--- src/rtl/rs485_de_pkg.sv ---
package rs485_de_pkg;
  typedef enum logic [1:0] {
    ST_IDLE   = 2'd0,
    ST_LEAD   = 2'd1,
    ST_ACTIVE = 2'd2,
    ST_TAIL   = 2'd3
  } de_state_e;
endpackage

--- src/rtl/rs485_guard_cnt.sv ---
module rs485_guard_cnt #(
  parameter int unsigned TIME_W = 5
) (
  input  logic              clk_i,
  input  logic              rst_ni,
  input  logic              load_i,
  input  logic [TIME_W-1:0] load_val_i,
  input  logic              run_i,
  input  logic              tick_i,
  output logic              expire_o
);
  localparam logic [TIME_W-1:0] ONE  = TIME_W'(1);
  localparam logic [TIME_W-1:0] ZERO = '0;

  logic [TIME_W-1:0] cnt_q;

  assign expire_o = run_i && tick_i && (cnt_q == ONE);

  always_ff @(posedge clk_i or negedge rst_ni) begin
    if (!rst_ni) begin
      cnt_q <= ZERO;
    end else if (load_i) begin
      cnt_q <= load_val_i;
    end else if (run_i && tick_i && (cnt_q != ZERO)) begin
      cnt_q <= cnt_q - ONE;
    end
  end
endmodule

--- src/rtl/rs485_de_fsm.sv ---
module rs485_de_fsm
  import rs485_de_pkg::*;
#(
  parameter int unsigned TIME_W = 5
) (
  input  logic              clk_i,
  input  logic              rst_ni,
  input  logic              en_i,
  input  logic [TIME_W-1:0] lead_i,
  input  logic [TIME_W-1:0] tail_i,
  input  logic              tx_req_i,
  input  logic              stop_done_i,
  input  logic              expire_i,
  output logic              load_o,
  output logic [TIME_W-1:0] load_val_o,
  output logic              run_o,
  output logic              grant_o,
  output logic              de_act_o
);
  localparam logic [TIME_W-1:0] ZERO = '0;

  de_state_e state_q, state_d;
  logic      pend_q, pend_d;
  logic      grant_q, grant_d;

  always_comb begin
    state_d    = state_q;
    pend_d     = pend_q;
    grant_d    = 1'b0;
    load_o     = 1'b0;
    load_val_o = lead_i;
    run_o      = 1'b0;
    if (!en_i) begin
      state_d = ST_IDLE;
      pend_d  = 1'b0;
    end else begin
      unique case (state_q)
        ST_IDLE: begin
          if (tx_req_i) begin
            if (lead_i == ZERO) begin
              state_d = ST_ACTIVE;
              grant_d = 1'b1;
            end else begin
              state_d = ST_LEAD;
              load_o  = 1'b1;
            end
          end
        end
        ST_LEAD: begin
          run_o = 1'b1;
          if (tx_req_i) pend_d = 1'b1;
          if (expire_i) begin
            state_d = ST_ACTIVE;
            grant_d = 1'b1;
          end
        end
        ST_ACTIVE: begin
          if (stop_done_i) begin
            if (pend_q || tx_req_i) begin
              grant_d = 1'b1;
              pend_d  = pend_q && tx_req_i;
            end else if (tail_i == ZERO) begin
              state_d = ST_IDLE;
            end else begin
              state_d    = ST_TAIL;
              load_o     = 1'b1;
              load_val_o = tail_i;
            end
          end else if (tx_req_i) begin
            pend_d = 1'b1;
          end
        end
        ST_TAIL: begin
          run_o = 1'b1;
          if (tx_req_i) begin
            state_d = ST_ACTIVE;
            grant_d = 1'b1;
          end else if (expire_i) begin
            state_d = ST_IDLE;
          end
        end
        default: state_d = ST_IDLE;
      endcase
    end
  end

  always_ff @(posedge clk_i or negedge rst_ni) begin
    if (!rst_ni) begin
      state_q <= ST_IDLE;
      pend_q  <= 1'b0;
      grant_q <= 1'b0;
    end else begin
      state_q <= state_d;
      pend_q  <= pend_d;
      grant_q <= grant_d;
    end
  end

  assign grant_o  = grant_q;
  assign de_act_o = (state_q != ST_IDLE);
endmodule

--- src/rtl/rs485_de_pol.sv ---
module rs485_de_pol (
  input  logic clk_i,
  input  logic rst_ni,
  input  logic pol_i,
  input  logic act_i,
  output logic de_o
);
  logic pol_q;

  // polarity register resets to active-high so the pin idles low
  always_ff @(posedge clk_i or negedge rst_ni) begin
    if (!rst_ni) pol_q <= 1'b1;
    else         pol_q <= pol_i;
  end

  assign de_o = act_i ? pol_q : !pol_q;
endmodule

--- src/rtl/rs485_de_seq.sv ---
module rs485_de_seq #(
  parameter int unsigned TIME_W = 5
) (
  input  logic              clk_i,
  input  logic              rst_ni,
  input  logic              en_i,
  input  logic              tick_i,
  input  logic [TIME_W-1:0] lead_i,
  input  logic [TIME_W-1:0] tail_i,
  input  logic              pol_i,
  input  logic              tx_req_i,
  input  logic              stop_done_i,
  output logic              de_o,
  output logic              start_o
);
  logic              cnt_load;
  logic [TIME_W-1:0] cnt_val;
  logic              cnt_run;
  logic              cnt_expire;
  logic              grant;
  logic              de_act;

  rs485_guard_cnt #(.TIME_W(TIME_W)) u_cnt (
    .clk_i      (clk_i),
    .rst_ni     (rst_ni),
    .load_i     (cnt_load),
    .load_val_i (cnt_val),
    .run_i      (cnt_run),
    .tick_i     (tick_i),
    .expire_o   (cnt_expire)
  );

  rs485_de_fsm #(.TIME_W(TIME_W)) u_fsm (
    .clk_i       (clk_i),
    .rst_ni      (rst_ni),
    .en_i        (en_i),
    .lead_i      (lead_i),
    .tail_i      (tail_i),
    .tx_req_i    (tx_req_i),
    .stop_done_i (stop_done_i),
    .expire_i    (cnt_expire),
    .load_o      (cnt_load),
    .load_val_o  (cnt_val),
    .run_o       (cnt_run),
    .grant_o     (grant),
    .de_act_o    (de_act)
  );

  rs485_de_pol u_pol (
    .clk_i  (clk_i),
    .rst_ni (rst_ni),
    .pol_i  (pol_i),
    .act_i  (de_act),
    .de_o   (de_o)
  );

  // transparent when the feature is off
  assign start_o = en_i ? grant : tx_req_i;
endmodule

--- config.mk ---
export PLATFORM = sky130hd
export DESIGN_NAME = rs485_de_seq
export DESIGN_NICKNAME = d
export VERILOG_FILES = /design/src/rtl/rs485_de_pkg.sv /design/src/rtl/rs485_guard_cnt.sv /design/src/rtl/rs485_de_fsm.sv /design/src/rtl/rs485_de_pol.sv /design/src/rtl/rs485_de_seq.sv
export SDC_FILE = /design/constraint.sdc
export NUM_CORES = 1
export LEC_CHECK = 0
export BUFFER_PORTS_ARGS = -buffer_cell sky130_fd_sc_hd__buf_2
export CAP_MARGIN = 20
export CORE_MARGIN = 2
export CORE_UTILIZATION = 30
export CTS_CLUSTER_SIZE = 28
export DETAILED_ROUTE_END_ITERATION = 12
export PLACE_DENSITY = 0.56
export SKIP_CTS_REPAIR_TIMING = 1
export SYNTH_ARGS = -nofsm -noshare
export SYNTH_HDL_FRONTEND = slang
export SYNTH_SLANG_ARGS = --single-unit
--- constraint.sdc ---
create_clock -name clk_i -period 1.8 [get_ports clk_i]
set_input_delay 0.09 -clock clk_i [delete_from_list [all_inputs] [get_ports clk_i]]
set_output_delay 0.09 -clock clk_i [all_outputs]
set_load 0.01 [all_outputs]
After elaboration in Yosys (flattened, before gate mapping):

Cells that the tools add are included.

* flip-flop bits (word level): 10
* latch bits: 0
* memory bits (writable): 0
* bits in read-only memories: 0
* logic and storage cells: 73
* memories kept: 0

* $add $sub $neg: 1
* multipliers: 0
* divide/modulo/power cells: 0
* order comparisons: 0
* eq/ne operators: 11
* shifts and indexed selects: 0
* mux-type cells: 41
* bitwise logic cells: 0
* reductions and logical operators: 15

Operators with widths (count)
* 2-to-1 mux 5 bit: 7
* 2-to-1 mux 1 bit: 21
* 2-to-1 mux 2 bit: 9
* != test 3 bit (second input constant): 4
* logical NOT 5 bit: 2
* one-hot mux 2 bit (4 select lines): 1
* equality test 5 x 1 -> 1 bit (second input constant): 1
* AND reduction 5 bit: 1
* nonzero test 5 bit: 1
* subtractor 5 x 1 -> 5 bit (second input constant): 1
* equality test 2 bit (second input constant): 2
* logical AND 1 bit: 4
* != test 4 x 3 -> 1 bit (second input constant): 1
* != test 4 bit (second input constant): 1
* one-hot mux 1 bit (2 select lines): 2
* one-hot mux 1 bit (4 select lines): 1
* nonzero test 2 bit: 2
* != test 3 x 1 -> 1 bit (second input constant): 1
* equality test 2 x 1 -> 1 bit (second input constant): 1
* logical NOT 2 bit: 1
* AND reduction 2 bit: 1
* OR reduction 2 bit: 1
* logical NOT 1 bit: 1
* logical OR 1 bit: 1

Longest topological paths before layout:

Gate-level depths: netlist (run 1).

* depth after elaboration: 10
* mapped depth: 7
* mapped depth without buffers: 7

Cells and area by module:

A second synthesis (run 1) with hierarchy kept.

* cell total of the unflattened synthesis: 85
* area, all modules: 762.0 sq um

By module, submodules not included
* rs485_de_fsm: instances 1, cells an instance 46, area each 382.9 sq um, sequential area each 100.1 sq um
* rs485_guard_cnt: instances 1, cells an instance 36, area each 329.1 sq um, sequential area each 125.1 sq um
* rs485_de_pol: instances 1, cells an instance 2, area each 35.0 sq um, sequential area each 26.3 sq um
* rs485_de_seq: instances 1, cells an instance 1, area each 15.0 sq um, sequential area each 0.0 sq um

Worst setup path after synthesis (run 1):

OpenSTA, ideal clock, no wires.

* kind: register to register
* start point: register u_fsm.pend_q
* end point: register u_cnt.cnt_q[4]
* setup time: 0.127 ns
* data arrival time: 1.436 ns
* path slack: 0.237 ns
* cell stages (with the launch flop): 6
* path buffers: 0
* clock period less this slack: 1.563 ns
* cells stage by stage: dfrtp_1 -> or3b_4 -> a211o_1 -> a32o_1 -> o21ai_0 -> mux2i_1

* word-level cells in the longest chain between the ends: 6

Ends and longest elaborated chain
* start: declaration: line rs485_de_fsm.sv:23 `logic pend_q, pend_d;`
* start signal: assignment: line rs485_de_fsm.sv:94 `pend_q <= pend_d;`
* logical OR 1 bit (*): line rs485_de_fsm.sv:59 `if (pend_q || tx_req_i) begin`
* 2-to-1 mux 1 bit / 2-to-1 mux 5 bit (equally long branches): line rs485_de_fsm.sv:59
* 2-to-1 mux 1 bit / 2-to-1 mux 5 bit (equally long branches): line rs485_de_fsm.sv:58 `if (stop_done_i) begin`
* one-hot mux 1 bit (2 select lines) / 2-to-1 mux 5 bit (equally long branches): line rs485_de_fsm.sv:37 `unique case (state_q)`
* 2-to-1 mux 1 bit / 2-to-1 mux 5 bit (equally long branches): line rs485_de_fsm.sv:33 `if (!en_i) begin`
* 2-to-1 mux 5 bit / nonzero test 2 bit (equally long branches)
* end signal: assignment: line rs485_guard_cnt.sv:23 `cnt_q <= load_val_i;`
* end signal: assignment: line rs485_guard_cnt.sv:25 `cnt_q <= cnt_q - ONE;`
* end: declaration: line rs485_guard_cnt.sv:15 `logic [TIME_W-1:0] cnt_q;`

Mark *: on every way between the ends. The rest lies on a longest branch, timed or not.
A chain may end at the register's enable or synchronous reset.

Worst setup path in the final report (run 1):

* start point: register u_cnt.cnt_q[1]
* end point: register u_cnt.cnt_q[3]

* word-level cells in the longest chain between the ends: 3

Ends and longest elaborated chain
* subtractor 5 x 1 -> 5 bit / nonzero test 5 bit (equally long branches): line rs485_guard_cnt.sv:25, rs485_guard_cnt.sv:24
* 2-to-1 mux 5 bit / logical AND 1 bit (equally long branches): line rs485_guard_cnt.sv:24 `end else if (run_i && tick_i && (cnt_q != ZERO)) begin`
* 2-to-1 mux 5 bit / nonzero test 2 bit (equally long branches)

Several ways; a longest one is shown, not always the timed one. The select of a mux whose other input is x is not followed.

==> out/qor.yml, run 1 <==
setup_path:
  start_kind: "flop"
  end_kind: "flop"
  slowest_stage: "and4bb_4"
  crit_type: "flop to flop"
  crit_required_ns: 1.99
  path_max_fanout: 6
  slowest_delay_ns: 0.43
  crit_arrival_ns: 1.87
  reg2reg_from: "u_cnt.cnt_q[1]"
  path_cells: "inv_1 -> ha_1 -> and4bb_2 -> o22ai_2 -> and4bb_4 -> mux2i_1"
  cp-startpoint: "u_cnt.cnt_q[1]"
sta:
  setup_ws_ns: 0.1162
  drv_slew: 0
  fin_setup_tns_ns: 0
  setup_viol: 0
  hold_viol: 0
  rsz0062_at_grt: "false"
  fin_skew_ns: 0.005691
  worst_pin_slew_ns: 0.3308
  layout_min_cycle_time_ns: 1.684
  fmax_mhz: 593.9
  period_share_pct: 93.55
  maxSlewHeadroom_pct: 77.78
yosys:
  async_flop_share_pct: 100.0
  synth-edff-count: 0
  synth-seq-cells: 10
  netlist_area_um2: 837.1
  synth_flop_cell: "dfrtp_1"
  synth_fp_nets: 115
  postSynthAreaPerCell_um2: 8.811
  synth.distinct_cells: 40
  ys_seq_area_share_pct: 30.04
  synthCells: 95
  yosysWarnings: 0
cells_and_area:
  final_util_pct: 37.90
  nets: 140
  drive_above_1_share_pct: 31.09
  fillerInstances: 289
  area_growth_pct: 22.72
  num_antenna_cells: 0
clock_tree:
  cts_buffers: 3
  cts_buffer_depth: 2
  clk_pin_slew_worst_paths_ns: 0.07
  htreeDepth: 1
  cts_tree: "done"
  clkLatencyLatePin_ns: 0.26
  clkSinkCount: 10
  clock-root-buffer: "clkbuf_4"
global_route:
  grt_max_degree: 15
  grt_pass1_wl_um: 3450
  grt_usage_pct: 13.50
  antenna_found_initial: 0
  grt_overflow_total: 0
  grt_pass1_vias: 800
pwr:
  p_leak_nw: 0.4630
  ir_worst_vdd_mv: 0.8320
  powerDensity_nw_per_um2: 1283
drt:
  vias_per_cell: 5.220
  ant_nets: 0
  wirelength_um: 1911
  dr.pass1.iters: 4
  wl_per_cell_um: 12.74
  drcViolationCount: 0
  drtIter0Drc: 23
  vias: 783
floorplan:
  coreArea_um2: 2710
  rows: 19
  io_pins: 19
  design.die.area_um2: 3229
  die_y_um: 56.82
  start_util_pct: 30.89
  dieWidth_um: 56.82
min_path:
  hold_class: "input pin to flop"
  holdCritStartpoint: "lead_i[0]"
placement:
  dp_slack_ns: 0.03354
  gp_congestion: 0.8245
  port_buffers: 18
  dp_hpwl_um: 1569
status:
  status: "complete, no violations"
run:
  drv_cap: 0
per-stage QoR:
step	area [µm²]	power (mW)	hold WS [ns]	cells
floorplan	837.1	0.9142	-0.2056	95
global placement	977.2	1.128	-0.03616	144
detailed placement	977.2	1.146	-0.03339	144
CTS	1003	1.322	-0.3288	148
global route	1027	1.441	0.1934	150
finish	1027	1.317	0.1492	150
per-layer routing:
metal	part of all wire, %	track usage [%]	vias to the layer above
li1	-	-	396
met1	47	16.60	374
met2	50	23.09	13
met3	3.0	4.147	0
met4	0	2.990	0
met5	0	0	-
cell usage in the layout, fill, tap and decap left out, types with 2 or more instances in the layout:
master and instances:
o21ai_0 6, nor2_1 8, mux2i_1 7, a211oi_1 2, buf_4 4, buf_2 18, ha_1 3, nand2_1 6
o211ai_1 2, a21o_1 3, dlygate4sd3_1 2, a22oi_1 4, a21oi_1 6, dfrtp_1 9, clkbuf_4 3, o31ai_1 2
nor3_1 4, inv_1 6
critical path: cells and delay by family (launching register included):
kind | cells | cell delay [ns]
AND/OR/NAND/NOR | 2 | 0.68
flip-flops | 1 | 0.39
multiplexers | 1 | 0.20
adder cells (fa/ha/maj) | 1 | 0.14
buffers and inverters | 1 | 0.10
AO/OA/AOI/OAI | 1 | 0.09
report_power, final:
part           leakage, nW  switching, mW  internal [mW]
logic                0.326          0.358          0.375
registers            0.122          0.104          0.318
clock network       0.0150         0.0774         0.0857
total                0.463          0.539          0.778
kinds of logic (layout without fill, tap and decap cells):
| family | Yosys count | count (layout) | synth area share, % |
|---|---|---|---|
| AO/OA/AOI/OAI | 31 | 31 | 25.11 |
| XOR/XNOR | 2 | 2 | 2.093 |
| adder cells (fa/ha/maj) | 3 | 3 | 4.485 |
| buffers and inverters | 11 | 35 | 7.323 |
| flip-flops | 10 | 10 | 30.05 |
| multiplexers | 7 | 7 | 8.371 |
| AND/OR/NAND/NOR | 31 | 31 | 22.57 |
Yosys cell counts (2+ instances only):
cell type | number | share of area [%]
a211oi_1 | 2 | 1.8
a21o_1 | 3 | 2.7
a21oi_1 | 6 | 3.6
a22oi_1 | 4 | 3.6
buf_6 | 2 | 2.7
dfrtp_1 | 9 | 27
ha_1 | 3 | 4.5
inv_1 | 6 | 2.7
mux2i_1 | 7 | 8.4
nand2_1 | 6 | 2.7
nor2_1 | 8 | 3.6
nor3_1 | 4 | 2.4
o211ai_1 | 2 | 1.8
o21ai_0 | 6 | 3.6
o31ai_1 | 2 | 1.8
cell type report:
| cell class | count | area (µm²) | share of cell area [%] |
|---|---|---|---|
| clock buffer | 4 | 26.28 | 2.558 |
| timing repair buffer | 25 | 160.2 | 15.59 |
| multi-input combinational | 74 | 528.0 | 51.40 |
| inverter | 6 | 22.52 | 2.192 |
| tap | 31 | 38.79 | 3.776 |
| sequential | 10 | 251.5 | 24.48 |
flip-flops by register name, indices dropped and copies added, names as in the netlist:
| signal | cells |
|---|---|
| u_fsm.pend_q | 1 |
| u_pol.pol_q | 1 |
| u_cnt.cnt_q | 5 |
| u_fsm.grant_o | 1 |
| u_fsm.state_q | 2 |
worst paths after layout:
check,endpoint,slack (ns),depth (start not counted)
setup / recovery,u_cnt.cnt_q[3],0.12,6
hold / removal,u_cnt.cnt_q[0],0.15,3
setup reg to reg,u_cnt.cnt_q[3],0.12,6
hold reg to reg,u_cnt.cnt_q[1],0.64,2
max in group asynchronous,u_pol.pol_q,1.33,2
min in group asynchronous,u_cnt.cnt_q[1],0.21,2
Power figures use the tool's default switching activity.
==> run 2: changes to the inputs <==
--- a/config.mk
+++ b/config.mk
@@ -9,6 +9,7 @@
 export CAP_MARGIN = 20
 export CORE_MARGIN = 2
 export CORE_UTILIZATION = 30
+export CTS_BUF_LIST = sky130_fd_sc_hd__clkbuf_2
 export CTS_CLUSTER_SIZE = 28
 export DETAILED_ROUTE_END_ITERATION = 12
 export PLACE_DENSITY = 0.56
==> out/qor.yml, run 2 (synthesis gave the netlist of run 1 again) <==
status:
  status: "complete, no violations"
cells_and_area:
  design_area_um2: 1021  # -0.61%
  area_growth_pct: 21.97
  regMostFlops: "u_cnt.cnt_q"
  reg.largest.list: "u_cnt.cnt_q: 5 flops, u_fsm.state_q: 2 flops"
  nets: 140  # unchanged
  fillerInstances: 291  # +0.69%
  final_common_cell: "buf_2"
  largest_reg_flops: 5  # unchanged
  final_cell_mix: "buf_2 (18), dfrtp_1 (9), nor2_1 (8)"
  num_antenna_cells: 0  # unchanged
  drive_above_1_share_pct: 31.93  # +0.84 points
clock_tree:
  clk_pin_slew_worst_paths_ns: 0.11  # +0.04 ns
  cts_tree: "done"
  cts_buffers: 3  # unchanged
  htreeDepth: 1  # unchanged
  clock-root-buffer: "clkbuf_2"
  clkLatencyLatePin_ns: 0.25  # about the same
  cts_buffer_depth: 2  # unchanged
  clkSinkCount: 10  # unchanged
global_route:
  antenna_found_initial: 0  # unchanged
  grt_pass1_vias: 786  # -1.8%
  grt_usage_pct: 13.50  # unchanged
  grt_overflow_total: 0  # unchanged
  grt_max_degree: 15  # unchanged
  grt_pass1_wl_um: 3443  # -0.20%
pwr:
  ir_worst_vdd_mv: 0.8311  # -0.12%
  p_total_mw: 1.297  # -1.5%
  powerDensity_nw_per_um2: 1271  # -0.91%
  p_leak_nw: 0.4646  # +0.35%
setup_path:
  rr_worst_depth: 6  # unchanged
  path_cells: "inv_1 -> ha_1 -> and4bb_2 -> o22ai_2 -> and4bb_4 -> mux2i_1"
  start_kind: "flop"
  slowest_delay_ns: 0.43  # about the same
  end_kind: "flop"
  crit_type: "flop to flop"
  crit_required_ns: 1.99  # about the same
  crit_arrival_ns: 1.89  # +0.02 ns
  slowest_stage: "and4bb_4"
  path_max_fanout: 6  # unchanged
floorplan:
  io_pins: 19  # unchanged
  design.die.area_um2: 3229  # unchanged
  rows: 19  # unchanged
  coreArea_um2: 2710  # unchanged
  die_y_um: 56.82  # unchanged
  start_util_pct: 30.89  # unchanged
  dieWidth_um: 56.82  # unchanged
sta:
  rsz0062_at_grt: "false"
  fin_setup_tns_ns: 0  # unchanged
  fin_skew_ns: 0.009011  # +0.003319 ns
  layout_min_cycle_time_ns: 1.707  # +0.02303 ns
  fmax_mhz: 585.9  # -1.3%
  setup_viol: 0  # unchanged
  hold_slack_ns: 0.1522  # +0.003001 ns
  maxSlewHeadroom_pct: 77.63  # -0.15 points
  period_share_pct: 94.83  # +1.3 points
  worst_pin_slew_ns: 0.3330  # +0.002236 ns
  drv_slew: 0  # unchanged
  hold_viol: 0  # unchanged
drt:
  vias_per_cell: 5.253  # +0.64%
  drcViolationCount: 0  # unchanged
  wl_per_cell_um: 12.99  # +1.9%
  vias: 788  # +0.64%
  ant_nets: 0  # unchanged
  drtIter0Drc: 26  # +13%
  dr.pass1.iters: 4  # unchanged
  wirelength_um: 1948  # +1.9%
placement:
  dp_hpwl_um: 1569  # unchanged
  placed_cell_area_um2: 977.2  # unchanged
  port_buffers: 18  # unchanged
  gp_congestion: 0.8245  # unchanged
min_path:
  min_path_cells: 3  # unchanged
  hold_class: "input pin to flop"
run:
  drv_cap: 0  # unchanged
## run 2: cell counts in the layout (fill, tap and decap cells not counted)
No cell type changed its count.
## run 2: report_power, final
part,leakage (nW),switching (mW),internal (mW)
combinational,0.326,0.362,0.375
sequential,0.122,0.106,0.317
clock,0.0166,0.0783,0.0590
total,0.465,0.546,0.751
## run 2: final timing paths
kind	from	to	slack (ns)
max in group asynchronous	rst_ni	u_pol.pol_q	1.32
min in group asynchronous	rst_ni	u_cnt.cnt_q[1]	0.21
worst max-delay path	u_cnt.cnt_q[1]	u_cnt.cnt_q[3]	0.09
worst min register to register	u_fsm.state_q[1]	u_fsm.state_q[1]	0.66
worst min-delay path	lead_i[0]	u_cnt.cnt_q[0]	0.15
worst max register to register	u_cnt.cnt_q[1]	u_cnt.cnt_q[3]	0.09
## run 2: metal layers
metal | wire, µm | share of wire, % | track usage, %
met1 | 917 | 47 | 16.60
met2 | 970 | 50 | 23.09
met3 | 60 | 3.1 | 4.147
met4 | 0 | 0 | 2.990
met5 | 0 | 0 | 0
## run 2: through the flow
stage	worst slack [ns]	std cells	util, %
after detailed placement	0.03354	144	36.06
after global routing	0.002602	150	37.67
after CTS	0.0005149	148	36.80
after global placement	0.09663	144	36.06
final	0.09315	150	37.67
after floorplan	0.2368	95	-
## run 2: final cells by class
cell class	count	area, µm²	share of cell area (%)
Clock buffer	4	20.02	1.961
Timing Repair Buffer	25	160.2	15.69
Tap cell	31	38.79	3.799
Inverter	6	22.52	2.206
Sequential cell	10	251.5	24.63
Multi-Input combinational cell	74	528.0	51.72
## run 2: critical path, delay by kind of cell (launching register included)
| family | cells | cell delay [ns] |
|---|---|---|
| AND/OR/NAND/NOR | 2 | 0.68 |
| multiplexers | 1 | 0.20 |
| flip-flops | 1 | 0.42 |
| AO/OA/AOI/OAI | 1 | 0.09 |
| buffers and inverters | 1 | 0.10 |
| adder cells (fa/ha/maj) | 1 | 0.14 |
